==> config.mk <==
export PLATFORM = sky130hd
export DESIGN_NAME = zbw_monitor
export DESIGN_NICKNAME = d
export VERILOG_FILES = /design/src/rtl/zbw_pkg.sv /design/src/rtl/zbw_window.sv /design/src/rtl/zbw_zone_ctrl.sv /design/src/rtl/zbw_monitor.sv
export SDC_FILE = /design/constraint.sdc
export NUM_CORES = 1
export LEC_CHECK = 0
export ABC_AREA = 0
export BUFFER_PORTS_ARGS = -buffer_cell sky130_fd_sc_hd__buf_2
export CORE_ASPECT_RATIO = 0.9
export CORE_MARGIN = 10
export CORE_UTILIZATION = 55
export CTS_CLUSTER_SIZE = 20
export DETAILED_ROUTE_END_ITERATION = 16
export GPL_TIMING_DRIVEN = 0
export PLACE_DENSITY = 0.72
export SLEW_MARGIN = 0
export SYNTH_ARGS = -nofsm -noshare
export SYNTH_HDL_FRONTEND = slang
export SYNTH_HIERARCHICAL = 1
export SYNTH_SLANG_ARGS = --single-unit
export TNS_END_PERCENT = 10
==> constraint.sdc <==
create_clock -name clk -period 5.3 [get_ports clk]
set_clock_uncertainty 0.1 [all_clocks]
set_input_delay 1.06 -clock clk [delete_from_list [all_inputs] [get_ports clk]]
set_output_delay 1.06 -clock clk [all_outputs]
set_load 0.1 [all_outputs]
==> src/rtl/zbw_pkg.sv <==
package zbw_pkg;
    localparam int NZONES = 4;

    typedef enum logic [1:0] {
        ST_OFF  = 2'd0,
        ST_RUN  = 2'd1,
        ST_EVAL = 2'd2
    } mon_state_e;

    localparam logic [11:0] A_GSTAT = 12'h000;
    localparam logic [11:0] A_GCLR  = 12'h008;
    localparam logic [11:0] A_GEN   = 12'h00C;
    localparam logic [11:0] A_ZSTAT = 12'h100;
    localparam logic [11:0] A_ZCLR  = 12'h108;
    localparam logic [11:0] A_ZEN   = 12'h10C;
    localparam logic [11:0] A_MON   = 12'h2A0;
    localparam logic [11:0] A_CCLR  = 12'h2A4;
    localparam logic [11:0] A_WIN   = 12'h2A8;
    localparam logic [11:0] A_THI   = 12'h2AC;
    localparam logic [11:0] A_TMED  = 12'h2B0;
    localparam logic [11:0] A_TLO   = 12'h2B4;
    localparam logic [11:0] A_ACT   = 12'h2B8;
    localparam logic [11:0] A_RPT   = 12'h2BC;
    localparam logic [11:0] A_CNT   = 12'h2D8;
    localparam logic [7:0]  A_MAXHI = 8'h2E;
endpackage

==> src/rtl/zbw_window.sv <==
module zbw_window
    import zbw_pkg::*;
#(
    parameter int WIN_W      = 20,
    parameter int BEAT_W     = 20,
    parameter int ACC_W      = 32,
    parameter int UNIT_SHIFT = 16,
    localparam int UNIT_W    = ACC_W - UNIT_SHIFT
) (
    input  logic              clk,
    input  logic              rst_n,
    input  logic              mon_en,
    input  logic [WIN_W-1:0]  win_len,
    input  logic              cnt_clr,
    input  logic              beat_valid,
    input  logic [BEAT_W-1:0] beat_bytes,
    output logic              eval_go,
    output logic [UNIT_W-1:0] snap_units
);
    mon_state_e state_q, state_d;

    logic [ACC_W-1:0] acc_q;
    logic [ACC_W-1:0] acc_sat;
    logic [ACC_W:0]   sum_w;
    logic [ACC_W:0]   beat_x;
    logic [WIN_W-1:0] timer_q;
    logic             win_end;

    // saturating accumulation of this cycle's beat
    always_comb begin
        beat_x  = beat_valid ? {{(ACC_W + 1 - BEAT_W){1'b0}}, beat_bytes} : '0;
        sum_w   = {1'b0, acc_q} + beat_x;
        acc_sat = sum_w[ACC_W] ? '1 : sum_w[ACC_W-1:0];
        win_end = (state_q != ST_OFF) && (win_len != '0) &&
                  (timer_q == win_len - WIN_W'(1));
    end

    // next-state logic
    always_comb begin
        state_d = state_q;
        unique case (state_q)
            ST_OFF:          state_d = mon_en ? ST_RUN : ST_OFF;
            ST_RUN, ST_EVAL: state_d = win_end ? ST_EVAL : (mon_en ? ST_RUN : ST_OFF);
            default:         state_d = ST_OFF;
        endcase
    end

    // state register
    always_ff @(posedge clk or negedge rst_n) begin
        if (!rst_n) state_q <= ST_OFF;
        else        state_q <= state_d;
    end

    // accumulator and window timer
    always_ff @(posedge clk or negedge rst_n) begin
        if (!rst_n) begin
            acc_q   <= '0;
            timer_q <= '0;
        end else if (cnt_clr || state_q == ST_OFF || win_end) begin
            acc_q   <= '0;
            timer_q <= '0;
        end else begin
            acc_q   <= acc_sat;
            timer_q <= timer_q + WIN_W'(1);
        end
    end

    // window capture
    always_ff @(posedge clk or negedge rst_n) begin
        if (!rst_n)       snap_units <= '0;
        else if (win_end) snap_units <= acc_sat[ACC_W-1:UNIT_SHIFT];
    end

    // outputs
    always_comb begin
        eval_go = (state_q == ST_EVAL);
    end
endmodule

==> src/rtl/zbw_zone_ctrl.sv <==
module zbw_zone_ctrl
    import zbw_pkg::*;
#(
    parameter int UNIT_W = 16
) (
    input  logic                     clk,
    input  logic                     rst_n,
    input  logic                     eval_go,
    input  logic [UNIT_W-1:0]        units,
    input  logic [31:0]              thr_lo,
    input  logic [31:0]              thr_med,
    input  logic [31:0]              thr_hi,
    input  logic [31:0]              act_map,
    input  logic [31:0]              rpt_cnt,
    input  logic                     cnt_clr,
    output logic [31:0]              hit_cnt,
    output logic [NZONES*UNIT_W-1:0] zone_max,
    output logic [NZONES-1:0]        hit_set
);
    logic [31:0]       ux;
    logic [1:0]        zone_w;
    logic [7:0]        act_byte;
    logic [UNIT_W-1:0] m1;

    always_comb begin
        ux = {{(32 - UNIT_W){1'b0}}, units};
        if (ux > thr_hi)       zone_w = 2'd3;
        else if (ux > thr_med) zone_w = 2'd2;
        else if (ux >= thr_lo) zone_w = 2'd1;
        else                   zone_w = 2'd0;
        act_byte = act_map[{zone_w, 3'b000} +: 8];
        m1 = (units == '0) ? '0 : units - UNIT_W'(1);
    end

    for (genvar t = 0; t < NZONES; t++) begin : g_zone
        logic [7:0]        cnt_q;
        logic [7:0]        cnt_inc;
        logic [7:0]        rpt_t;
        logic [UNIT_W-1:0] max_q;
        logic              inc_t;
        logic              clr_t;

        always_comb begin
            inc_t   = eval_go & act_byte[2*t+1];
            clr_t   = eval_go & act_byte[2*t];
            cnt_inc = (cnt_q == 8'hFF) ? cnt_q : cnt_q + 8'd1;
            rpt_t   = rpt_cnt[8*t +: 8];
            hit_set[t] = inc_t & ~clr_t & ~cnt_clr & (rpt_t != 8'hFF) & (cnt_inc >= rpt_t);
        end

        always_ff @(posedge clk or negedge rst_n) begin
            if (!rst_n)                cnt_q <= '0;
            else if (cnt_clr || clr_t) cnt_q <= '0;
            else if (inc_t)            cnt_q <= cnt_inc;
        end

        always_ff @(posedge clk or negedge rst_n) begin
            if (!rst_n)       max_q <= '0;
            else if (cnt_clr) max_q <= '0;
            else if (eval_go && int'(zone_w) == t && m1 > max_q) max_q <= m1;
        end

        assign hit_cnt[8*t +: 8]            = cnt_q;
        assign zone_max[t*UNIT_W +: UNIT_W] = max_q;
    end
endmodule

==> src/rtl/zbw_monitor.sv <==
module zbw_monitor
    import zbw_pkg::*;
#(
    parameter int WIN_W      = 20,
    parameter int BEAT_W     = 20,
    parameter int ACC_W      = 32,
    parameter int UNIT_SHIFT = 16
) (
    input  logic              clk,
    input  logic              rst_n,
    input  logic              reg_wr,
    input  logic [11:0]       reg_addr,
    input  logic [31:0]       reg_wdata,
    output logic [31:0]       reg_rdata,
    input  logic              beat_valid,
    input  logic [BEAT_W-1:0] beat_bytes,
    output logic              irq
);
    localparam int UNIT_W = ACC_W - UNIT_SHIFT;

    logic              glb_en_q, gstat_q, mon_en_q;
    logic [3:0]        zstat_q, zen_q;
    logic [WIN_W-1:0]  win_len_q;
    logic [31:0]       thr_hi_q, thr_med_q, thr_lo_q, act_q, rpt_q;

    logic              cnt_clr, zclr_wr, gclr_wr, pend, win_zero, eval_go;
    logic [3:0]        zclr_mask;
    logic [UNIT_W-1:0] snap_units;
    logic [31:0]       hit_cnt;
    logic [NZONES*UNIT_W-1:0] zone_max;
    logic [NZONES-1:0] hit_set;

    always_comb begin
        cnt_clr   = reg_wr && reg_addr == A_CCLR && reg_wdata[0];
        zclr_wr   = reg_wr && reg_addr == A_ZCLR;
        gclr_wr   = reg_wr && reg_addr == A_GCLR && reg_wdata[0];
        zclr_mask = zclr_wr ? reg_wdata[7:4] : 4'b0;
        pend      = |(zstat_q & zen_q);
        win_zero  = (win_len_q == '0);
    end

    zbw_window #(
        .WIN_W(WIN_W), .BEAT_W(BEAT_W), .ACC_W(ACC_W), .UNIT_SHIFT(UNIT_SHIFT)
    ) win_i (
        .clk(clk), .rst_n(rst_n), .mon_en(mon_en_q), .win_len(win_len_q),
        .cnt_clr(cnt_clr), .beat_valid(beat_valid), .beat_bytes(beat_bytes),
        .eval_go(eval_go), .snap_units(snap_units)
    );

    zbw_zone_ctrl #(.UNIT_W(UNIT_W)) zone_i (
        .clk(clk), .rst_n(rst_n), .eval_go(eval_go), .units(snap_units),
        .thr_lo(thr_lo_q), .thr_med(thr_med_q), .thr_hi(thr_hi_q),
        .act_map(act_q), .rpt_cnt(rpt_q), .cnt_clr(cnt_clr),
        .hit_cnt(hit_cnt), .zone_max(zone_max), .hit_set(hit_set)
    );

    always_ff @(posedge clk or negedge rst_n) begin
        if (!rst_n) begin
            glb_en_q  <= 1'b0;
            gstat_q   <= 1'b0;
            mon_en_q  <= 1'b0;
            zstat_q   <= '0;
            zen_q     <= '0;
            win_len_q <= '0;
            thr_hi_q  <= '0;
            thr_med_q <= '0;
            thr_lo_q  <= '0;
            act_q     <= '0;
            rpt_q     <= '0;
        end else begin
            if (reg_wr) begin
                if (reg_addr == A_GEN)  glb_en_q  <= reg_wdata[0];
                if (reg_addr == A_ZEN)  zen_q     <= reg_wdata[7:4];
                if (reg_addr == A_MON)  mon_en_q  <= reg_wdata[0];
                if (reg_addr == A_WIN)  win_len_q <= reg_wdata[WIN_W-1:0];
                if (reg_addr == A_THI)  thr_hi_q  <= reg_wdata;
                if (reg_addr == A_TMED) thr_med_q <= reg_wdata;
                if (reg_addr == A_TLO)  thr_lo_q  <= reg_wdata;
                if (reg_addr == A_ACT)  act_q     <= reg_wdata;
                if (reg_addr == A_RPT)  rpt_q     <= reg_wdata;
            end
            zstat_q <= (zstat_q & ~zclr_mask) | hit_set;
            gstat_q <= (gstat_q & ~gclr_wr) | pend;
        end
    end

    always_comb begin
        reg_rdata = '0;
        if (reg_addr[11:4] == A_MAXHI && reg_addr[1:0] == 2'b00) begin
            reg_rdata = {{(32 - UNIT_W){1'b0}}, zone_max[reg_addr[3:2]*UNIT_W +: UNIT_W]};
        end else begin
            case (reg_addr)
                A_GSTAT: reg_rdata = {31'b0, gstat_q};
                A_GEN:   reg_rdata = {31'b0, glb_en_q};
                A_ZSTAT: reg_rdata = {24'b0, zstat_q, 4'b0};
                A_ZEN:   reg_rdata = {24'b0, zen_q, 4'b0};
                A_MON:   reg_rdata = {31'b0, mon_en_q};
                A_WIN:   reg_rdata = {{(32 - WIN_W){1'b0}}, win_len_q};
                A_THI:   reg_rdata = thr_hi_q;
                A_TMED:  reg_rdata = thr_med_q;
                A_TLO:   reg_rdata = thr_lo_q;
                A_ACT:   reg_rdata = act_q;
                A_RPT:   reg_rdata = rpt_q;
                A_CNT:   reg_rdata = hit_cnt;
                default: reg_rdata = '0;
            endcase
        end
    end

    assign irq = glb_en_q & pend;
endmodule

==> insert_results.sql, run 1 <==
INSERT INTO impl_metrics (metric_group, metric, value, unit) VALUES
('status', 'run_status', 'finished, violations left', ''),
('status', 'failing_checks', 'capacitance limit, setup timing', ''),
('setup_path', 'end_kind', 'output pin', ''),
('global_route', 'initial_antenna_violation_count', '2', ''),
('pwr', 'cellLeakagePower', '0.0129', 'µW'),
('synthesis', 'postSynthAreaPerCell', '10.2', 'µm²'),
('place', 'gp_congestion', '0.985', ''),
('setup_path', 'crit_path_start_kind', 'primary input', ''),
('global_route', 'grt_use_total', '0.284', ''),
('synthesis', 'synth.area.mux_share', '0.157', ''),
('detailed_routing', 'drc_errors', '0', ''),
('synthesis', 'primary_flip_flop_cell_chosen_by_synthesis_mapping', 'sky130_fd_sc_hd__dfrtp_1', ''),
('clock_network', 'tritoncts.num_buffers', '41', ''),
('place', 'dp_hpwl', '55500', 'µm'),
('synthesis', 'synth_xor_xnor_area_share', '0.0341', ''),
('floorplanning', 'coreArea', '0.0419', 'mm²'),
('synthesis', 'ys_warn_count', '6', ''),
('place', 'io_buffer_count', '98', ''),
('synthesis', 'synth_nets', '2548', ''),
('clock_network', 'cts_hold_repair.buffers', '0', ''),
('pwr', 'fin_total_pwr', '6370', 'µW'),
('synthesis', 'synth_top_family_by_area', 'multiplexers', ''),
('sta', 'hold_ws', '365', 'ps'),
('global_route', 'grt.overflow.total', '0', ''),
('detailed_routing', 'detail_route.iter0.violations', '2581', ''),
('floorplanning', 'die-width', '237', 'µm'),
('sta', 'min_setup_slack_post_route', '-37.0', 'ps'),
('pwr', 'seq_power_share', '0.431', ''),
('pwr', 'power_switching_share', '0.232', ''),
('setup_path', 'critical_path_class', 'primary input to output pin', ''),
('sta', 'transition_time_of_the_tightest_slew_check_pin', '1470', 'ps'),
('synthesis', 'synth_seq_area_share', '0.382', ''),
('pwr', 'pwr-share-clk', '0.509', ''),
('detailed_routing', 'detail-route-antenna-nets', '0', ''),
('setup_path', 'crit_path_max_delay_cell_type', 'sky130_fd_sc_hd__nor4_2', ''),
('final_layout', 'drive_above_1_share', '0.196', ''),
('detailed_routing', 'detail_route.wirelength', '74500', 'µm'),
('pwr', 'power_frac_comb', '0.059', ''),
('floorplanning', 'boundaryPins', '101', ''),
('detailed_routing', 'route.vias.total', '19600', ''),
('setup_path', 'worstPathArrival', '4180', 'ps'),
('clock_network', 'cts_tree', 'built', ''),
('floorplanning', 'site_rows', '71', ''),
('synthesis', 'synth_cell_type_count', '98', ''),
('sta', 'final_min_period_over_clock_period', '1.01', ''),
('synthesis', 'synth.cell_area', '0.0234', 'mm²'),
('sta', 'final_setup_fails', '2', ''),
('detailed_routing', 'post_drt_via_cell_ratio', '6.48', ''),
('sta', 'maxSlewHeadroom', '0.0130', ''),
('pwr', 'vdd_ir_drop_max', '0.000235', 'V'),
('global_route', 'first_global_vias', '19300', ''),
('setup_path', 'worst_ep_required_time', '4140', 'ps'),
('sta', 'setup_repair_after_global_routing_missed_its_margin', 'false', ''),
('synthesis', 'postSynth.asyncResetShare', '1.00', ''),
('clock_network', 'htree_levels', '2', ''),
('sta', 'totalNegativeSetupSlack', '-39.6', 'ps'),
('synthesis', 'synth_top_cells_by_area', 'sky130_fd_sc_hd__dfrtp_1 38%, sky130_fd_sc_hd__ha_1 9.4%, sky130_fd_sc_hd__mux2_2 6.8%, sky130_fd_sc_hd__mux2_4 3.9%, sky130_fd_sc_hd__mux2i_1 3.3%', ''),
('clock_network', 'cts_sinks', '357', ''),
('place', 'place_ws', '13.1', 'ps'),
('synthesis', 'synthesized_instance_count', '2303', ''),
('sta', 'final_hold_viol_count', '0', ''),
('run', 'maxCapViolations', '1', ''),
('worst_hold_path', 'class_of_the_tightest_hold_or_removal_check', 'primary input to async pin', ''),
('clock_network', 'number_of_buffers_between_clock_root_and_the_deepest_sink', '3', ''),
('floorplanning', 'die_height', '216', 'µm'),
('global_route', 'grt_max_degree', '127', ''),
('sta', 'clock.fmax', '187', 'MHz'),
('sta', 'period_minus_slack', '5340', 'ps'),
('final_layout', 'n_fill_cell', '3427', ''),
('synthesis', 'synth.top_cell.area_share', '0.382', ''),
('setup_path', 'path_cells', 'buf_2 > nand4bb_1 > clkbuf_1 > nor4_2 > clkbuf_1 > a222oi_1 > nand2_1 > buf_2', '');
power groups by stage:
stage | logic (µW) | registers, µW | clock network, µW
finish | 377 | 2750 | 3250
global route | 412 | 2750 | 3390
CTS | 374 | 2750 | 3280
detailed placement | 370 | 2800 | 0
global placement | 353 | 2800 | 0
floorplan | 185 | 2790 | 0
placed cells by master, fill, tap and decap left out, types with 7 or more instances in the layout:
cell and count:
sky130_fd_sc_hd__dfrtp_1 357, sky130_fd_sc_hd__ha_1 176, sky130_fd_sc_hd__nor2_1 175, sky130_fd_sc_hd__inv_1 169
sky130_fd_sc_hd__nand2_1 143, sky130_fd_sc_hd__a21oi_1 143, sky130_fd_sc_hd__mux2_2 142, sky130_fd_sc_hd__buf_2 129
sky130_fd_sc_hd__mux2i_1 76, sky130_fd_sc_hd__o21ai_0 73, sky130_fd_sc_hd__xnor2_1 61, sky130_fd_sc_hd__mux2_4 60
sky130_fd_sc_hd__nand3_1 58, sky130_fd_sc_hd__nand4_1 45, sky130_fd_sc_hd__clkbuf_16 43, sky130_fd_sc_hd__clkbuf_1 41
sky130_fd_sc_hd__a222oi_1 35, sky130_fd_sc_hd__nor3_1 35, sky130_fd_sc_hd__a21o_1 33, sky130_fd_sc_hd__nor4_1 30
sky130_fd_sc_hd__xor2_1 30, sky130_fd_sc_hd__and2_1 26, sky130_fd_sc_hd__or3_1 25, sky130_fd_sc_hd__nor2b_1 24
sky130_fd_sc_hd__a22oi_1 24, sky130_fd_sc_hd__and3_1 20, sky130_fd_sc_hd__nand2b_1 19, sky130_fd_sc_hd__a22o_1 17
sky130_fd_sc_hd__o21a_1 17, sky130_fd_sc_hd__buf_6 16, sky130_fd_sc_hd__mux4_2 16, sky130_fd_sc_hd__and4_1 10
sky130_fd_sc_hd__clkinv_2 9, sky130_fd_sc_hd__bufinv_16 9, sky130_fd_sc_hd__clkbuf_8 9, sky130_fd_sc_hd__a211oi_1 9
sky130_fd_sc_hd__a221oi_1 8, sky130_fd_sc_hd__o311ai_0 8, sky130_fd_sc_hd__o31ai_1 7
cell usage after synthesis, types with 20 or more instances:
cell / number
sky130_fd_sc_hd__nor2b_1: 24
sky130_fd_sc_hd__mux2_2: 142
sky130_fd_sc_hd__a21o_1: 33
sky130_fd_sc_hd__and2_1: 26
sky130_fd_sc_hd__mux2_4: 60
sky130_fd_sc_hd__xnor2_1: 61
sky130_fd_sc_hd__buf_2: 33
sky130_fd_sc_hd__ha_1: 176
sky130_fd_sc_hd__and3_1: 20
sky130_fd_sc_hd__a222oi_1: 35
sky130_fd_sc_hd__xor2_1: 30
sky130_fd_sc_hd__nand2_1: 143
sky130_fd_sc_hd__or3_1: 25
sky130_fd_sc_hd__nor2_1: 175
sky130_fd_sc_hd__mux2i_1: 76
sky130_fd_sc_hd__inv_1: 169
sky130_fd_sc_hd__nor4_1: 30
sky130_fd_sc_hd__nand3_1: 58
sky130_fd_sc_hd__nand4_1: 45
sky130_fd_sc_hd__a21oi_1: 143
sky130_fd_sc_hd__a22oi_1: 24
sky130_fd_sc_hd__o21ai_0: 73
sky130_fd_sc_hd__clkbuf_1: 38
sky130_fd_sc_hd__dfrtp_1: 357
sky130_fd_sc_hd__nor3_1: 35
cell families after synthesis:
family	after synthesis
flops	357
simple gates	674
compound gates	445
mux	299
buf+inv	260
xor+xnor	91
fa+ha+maj	177
final timing paths:
check                                    start                    endpoint  slack, ps  depth (start not counted)
setup reg to reg           win_i/snap_units[8]  zone_i/g_zone[0].max_q[12]        290                         15
min in group clk                       gstat_q                     gstat_q        390                          1
hold / removal                           rst_n   zone_i/g_zone[2].max_q[1]        360                          1
max in group asynchronous                rst_n                   rpt_q[19]       3280                          3
setup / recovery                  reg_addr[10]                reg_rdata[9]        -40                          8
hold reg to reg                        gstat_q                     gstat_q        390                          1
through the flow:
stage | instances | instance area, µm²
6_report | 3029 | 26200
5_1_grt | 3027 | 26200
4_1_cts | 3026 | 26200
3_5_place_dp | 2952 | 24700
3_3_place_gp | 2948 | 24600
2_1_floorplan | 2303 | 23400
sequential cells by signal (all words and copies together), names as in the netlist, 4 cells and up:
| signal | cells |
|---|---|
| rpt_q | 32 |
| win_i/acc_q | 32 |
| zen_q | 4 |
| thr_med_q | 32 |
| zstat_q | 4 |
| thr_hi_q | 32 |
| thr_lo_q | 32 |
| zone_i/g_zone.cnt_q | 32 |
| act_q | 32 |
| win_i/snap_units | 16 |
| zone_i/g_zone.max_q | 64 |
| win_len_q | 20 |
| win_i/timer_q | 20 |
per-layer routing:
| metal | track usage | vias to the layer above | wire (µm) |
|---|---|---|---|
| li1 | - | 8715 | - |
| met1 | 0.398 | 9780 | 32400 |
| met2 | 0.427 | 975 | 32400 |
| met3 | 0.0561 | 143 | 7170 |
| met4 | 0.104 | 0 | 2580 |
| met5 | 0 | - | 0 |
repair_timing:
item	CTS	global route
endpoints found under the hold margin	0	0
endpoints found under the setup margin	3	11
setup buffers	0	1
gates resized for setup	1	2
pin swaps	0	1
cell type report:
type,count,area [µm²],area share
Multi-Input combinational cell,1686,13300,0.508
Sequential cell,357,8930,0.341
Clock buffer,55,1210,0.0462
Tap cell,547,684,0.0261
Inverter,169,634,0.0242
Timing Repair Buffer,103,598,0.0228
Buffer,91,517,0.0197
Clock inverter,19,324,0.0124
Antenna cell,2,5.00,0.000191
(Power assumes the default switching activity.)
==> inputs of run 2 (changes only) <==
--- a/config.mk
+++ b/config.mk
@@ -8,12 +8,14 @@
 export ABC_AREA = 0
 export BUFFER_PORTS_ARGS = -buffer_cell sky130_fd_sc_hd__buf_2
 export CORE_ASPECT_RATIO = 0.9
-export CORE_MARGIN = 10
+export CORE_MARGIN = 5
 export CORE_UTILIZATION = 55
 export CTS_CLUSTER_SIZE = 20
 export DETAILED_ROUTE_END_ITERATION = 16
 export GPL_TIMING_DRIVEN = 0
 export PLACE_DENSITY = 0.72
+export RECOVER_POWER = 25
+export SKIP_CTS_REPAIR_TIMING = 1
 export SLEW_MARGIN = 0
 export SYNTH_ARGS = -nofsm -noshare
 export SYNTH_HDL_FRONTEND = slang
==> run 2 against run 1 <==
  * The flow finishes with violations (capacitance limit, slew limit)
  * Count of clock-buffer cells in the layout up 7
  * Die area down 8.7%
  * Sequential cell count unchanged
  * Combinational power about the same
  * First-iteration DRC count down 2.9%
  * Maximum frequency up 2.6%
  * Clock power down 5%
  * Sequential power about the same
  * Routed wire length down 1.1%
  * Critical path type unchanged
  * Largest cell class unchanged
==> insert_results.sql, run 2 (synthesized netlist as in run 1, its figures left out) <==
INSERT INTO impl_metrics (metric_group, metric, value, unit) VALUES
('run', 'maxCapViolations', '1', ''),
('final_layout', 'largest_register', 'zone_i/g_zone.max_q', ''),
('clock_network', 'cts_tree', 'built', ''),
('sta', 'report.final.slew_viol_count', '112', ''),
('sta', 'final_hold_viol_count', '0', ''),
('global_route', 'grt_use_total', '0.312', ''),
('clock_network', 'worst_setup_hold_path_clk_slew', '60', 'ps'),
('sta', 'final_min_period_over_clock_period', '0.982', ''),
('pwr', 'areal_power_density_over_the_cells', '238', 'mW/mm²'),
('place', 'io_buffer_count', '98', ''),
('setup_path', 'crit_path_max_delay_cell_type', 'sky130_fd_sc_hd__nor3_1', ''),
('global_route', 'grt_max_degree', '127', ''),
('setup_path', 'timing.critical_path.buf_inv', '2', ''),
('detailed_routing', 'post_drt_wl_per_cell', '24.3', 'µm'),
('floorplanning', 'site_rows', '71', ''),
('setup_path', 'critical_path_class', 'primary input to output pin', ''),
('sta', 'setup_repair_after_global_routing_missed_its_margin', 'true', ''),
('final_layout', 'final_net_count', '2693', ''),
('floorplanning', 'die_height', '206', 'µm'),
('place', 'dp_hpwl', '54800', 'µm'),
('setup_path', 'max_stage_delay', '1130', 'ps'),
('setup_path', 'worstPathArrival', '4040', 'ps'),
('pwr', 'fin_total_pwr', '6220', 'µW'),
('clock_network', 'clk_tree_root_cell', 'sky130_fd_sc_hd__clkbuf_16', ''),
('setup_path', 'end_kind', 'output pin', ''),
('final_layout', 'layout_common_cells', '357 x sky130_fd_sc_hd__dfrtp_1, 176 x sky130_fd_sc_hd__ha_1, 175 x sky130_fd_sc_hd__nor2_1, 169 x sky130_fd_sc_hd__inv_1', ''),
('clock_network', 'cts_sinks', '357', ''),
('sta', 'transition_time_of_the_tightest_slew_check_pin', '2980', 'ps'),
('pwr', 'cellLeakagePower', '0.0128', 'µW'),
('floorplanning', 'initial_core_util', '0.558', ''),
('global_route', 'initial_antenna_violation_count', '2', ''),
('sta', 'period_minus_slack', '5200', 'ps'),
('setup_path', 'worst_ep_required_time', '4140', 'ps'),
('floorplanning', 'boundaryPins', '101', ''),
('detailed_routing', 'drt-pass1-iter-count', '8', ''),
('global_route', 'grt.overflow.total', '0', ''),
('setup_path', 'crit_path_start_kind', 'primary input', ''),
('clock_network', 'htree_levels', '2', ''),
('status', 'failing_checks', 'capacitance limit, slew limit', ''),
('place', 'gp_congestion', '1.02', ''),
('final_layout', 'area.growth.synth_to_final', '11.7', '%'),
('final_layout', 'drive_above_1_share', '0.195', ''),
('sta', 'maxSlewHeadroom', '-0.989', ''),
('clock_network', 'tritoncts.num_buffers', '41', ''),
('detailed_routing', 'post_drt_via_cell_ratio', '6.51', ''),
('pwr', 'vdd_ir_drop_max', '0.000209', 'V'),
('setup_path', 'path_delay_family', 'simple AND/OR/NAND/NOR gates', ''),
('setup_path', 'worst_path_most_repeated_cell', 'sky130_fd_sc_hd__buf_2', ''),
('final_layout', 'largest_register_ffs', '64', ''),
('detailed_routing', 'detail_route.iter0.violations', '2507', ''),
('floorplanning', 'fp.dieArea', '0.0468', 'mm²'),
('status', 'run_status', 'finished, violations left', ''),
('setup_path', 'path_cells', 'buf_2 > and4bb_1 > nand3_2 > nor3_1 > a22oi_1 > o311ai_0 > buf_2', ''),
('clock_network', 'clkLatencyLatePin', '580', 'ps'),
('worst_hold_path', 'class_of_the_tightest_hold_or_removal_check', 'flop to flop', ''),
('floorplanning', 'coreArea', '0.0419', 'mm²'),
('sta', 'clock.fmax', '192', 'MHz'),
('final_layout', 'n_fill_cell', '3417', ''),
('clock_network', 'number_of_buffers_between_clock_root_and_the_deepest_sink', '3', ''),
('final_layout', 'mostFrequentLayoutCell', 'sky130_fd_sc_hd__dfrtp_1', ''),
('final_layout', 'post-route-util', '0.623', ''),
('detailed_routing', 'detail-route-antenna-nets', '0', ''),
('floorplanning', 'die-width', '227', 'µm'),
('global_route', 'first_global_vias', '19400', ''),
('sta', 'final_setup_fails', '0', ''),
('setup_path', 'worstPathMaxFanout', '9', ''),
('final_layout', 'antenna_cells_inserted', '0', ''),
('detailed_routing', 'route.vias.total', '19700', ''),
('detailed_routing', 'drc_errors', '0', ''),
('detailed_routing', 'detail_route.wirelength', '73700', 'µm'),
('global_route', 'first_pass_grt_wire_length', '113000', 'µm');
## run 2: cell types whose count changed in the layout (fill, tap and decap cells not counted), sizes merged
cell,delta
clkbuf,+7
bufinv,-4
clkinv,-2
diode,-2
buf,-1
clkinvlp,+1
## run 2: worst reg2reg max path: cells and delay by family, from the launching register on
family          cells  cell delay (ps)
simple gates        7             2490
buf+inv             3              760
compound gates      2              580
flops               1              480
fa+ha+maj           1              350
mux                 1              250
## run 2: area by class of cell
cell class	count	area, µm²	share of cell area
multi-input cells	1686	13300	0.510
flip-flops and latches	357	8930	0.342
clock buffers	62	1270	0.0485
well taps	547	684	0.0262
inverters	169	634	0.0243
repair buffers	102	561	0.0214
plain buffers	91	514	0.0197
clock inverters	14	201	0.00771
## run 2: worst paths after layout
check                                    startpoint  slack (ps)                          to  cells after the start
min in group asynchronous                     rst_n        1370   zone_i/g_zone[2].max_q[4]                      1
max in group asynchronous                     rst_n        2030                    act_q[2]                      1
worst max-delay path                   reg_addr[10]         100               reg_rdata[14]                      7
worst max register to register  win_i/snap_units[8]         170  zone_i/g_zone[1].max_q[14]                     14
worst min-delay path                        gstat_q         380                     gstat_q                      1
worst min register to register              gstat_q         380                     gstat_q                      1
## run 2: report_power, final
group,internal [µW],switching [µW]
clock network,1900,1200
logic,119,260
registers,2740,13.9
## run 2: metal layers
metal	vias to the layer above	wire (µm)	global-route usage
met5	-	27	0
met4	4	2780	0.100
li1	8710	-	-
met1	9830	31600	0.451
met3	181	7620	0.0789
met2	998	31600	0.461
## run 2: stage by stage
step                      hold slack, ps  cells  setup WS (ps)  instance area (µm²)   TNS, ps
final                                385   3028           96.6                26100         0
after global routing                 421   3028         -0.769                26100    -0.769
after CTS                            388   3026           -285                26100     -2440
after detailed placement             375   2950           -159                24600     -1170
after global placement               366   2948          -3890                24600  -1374200
after floorplan                      350   2303          -1080                23400     -2340
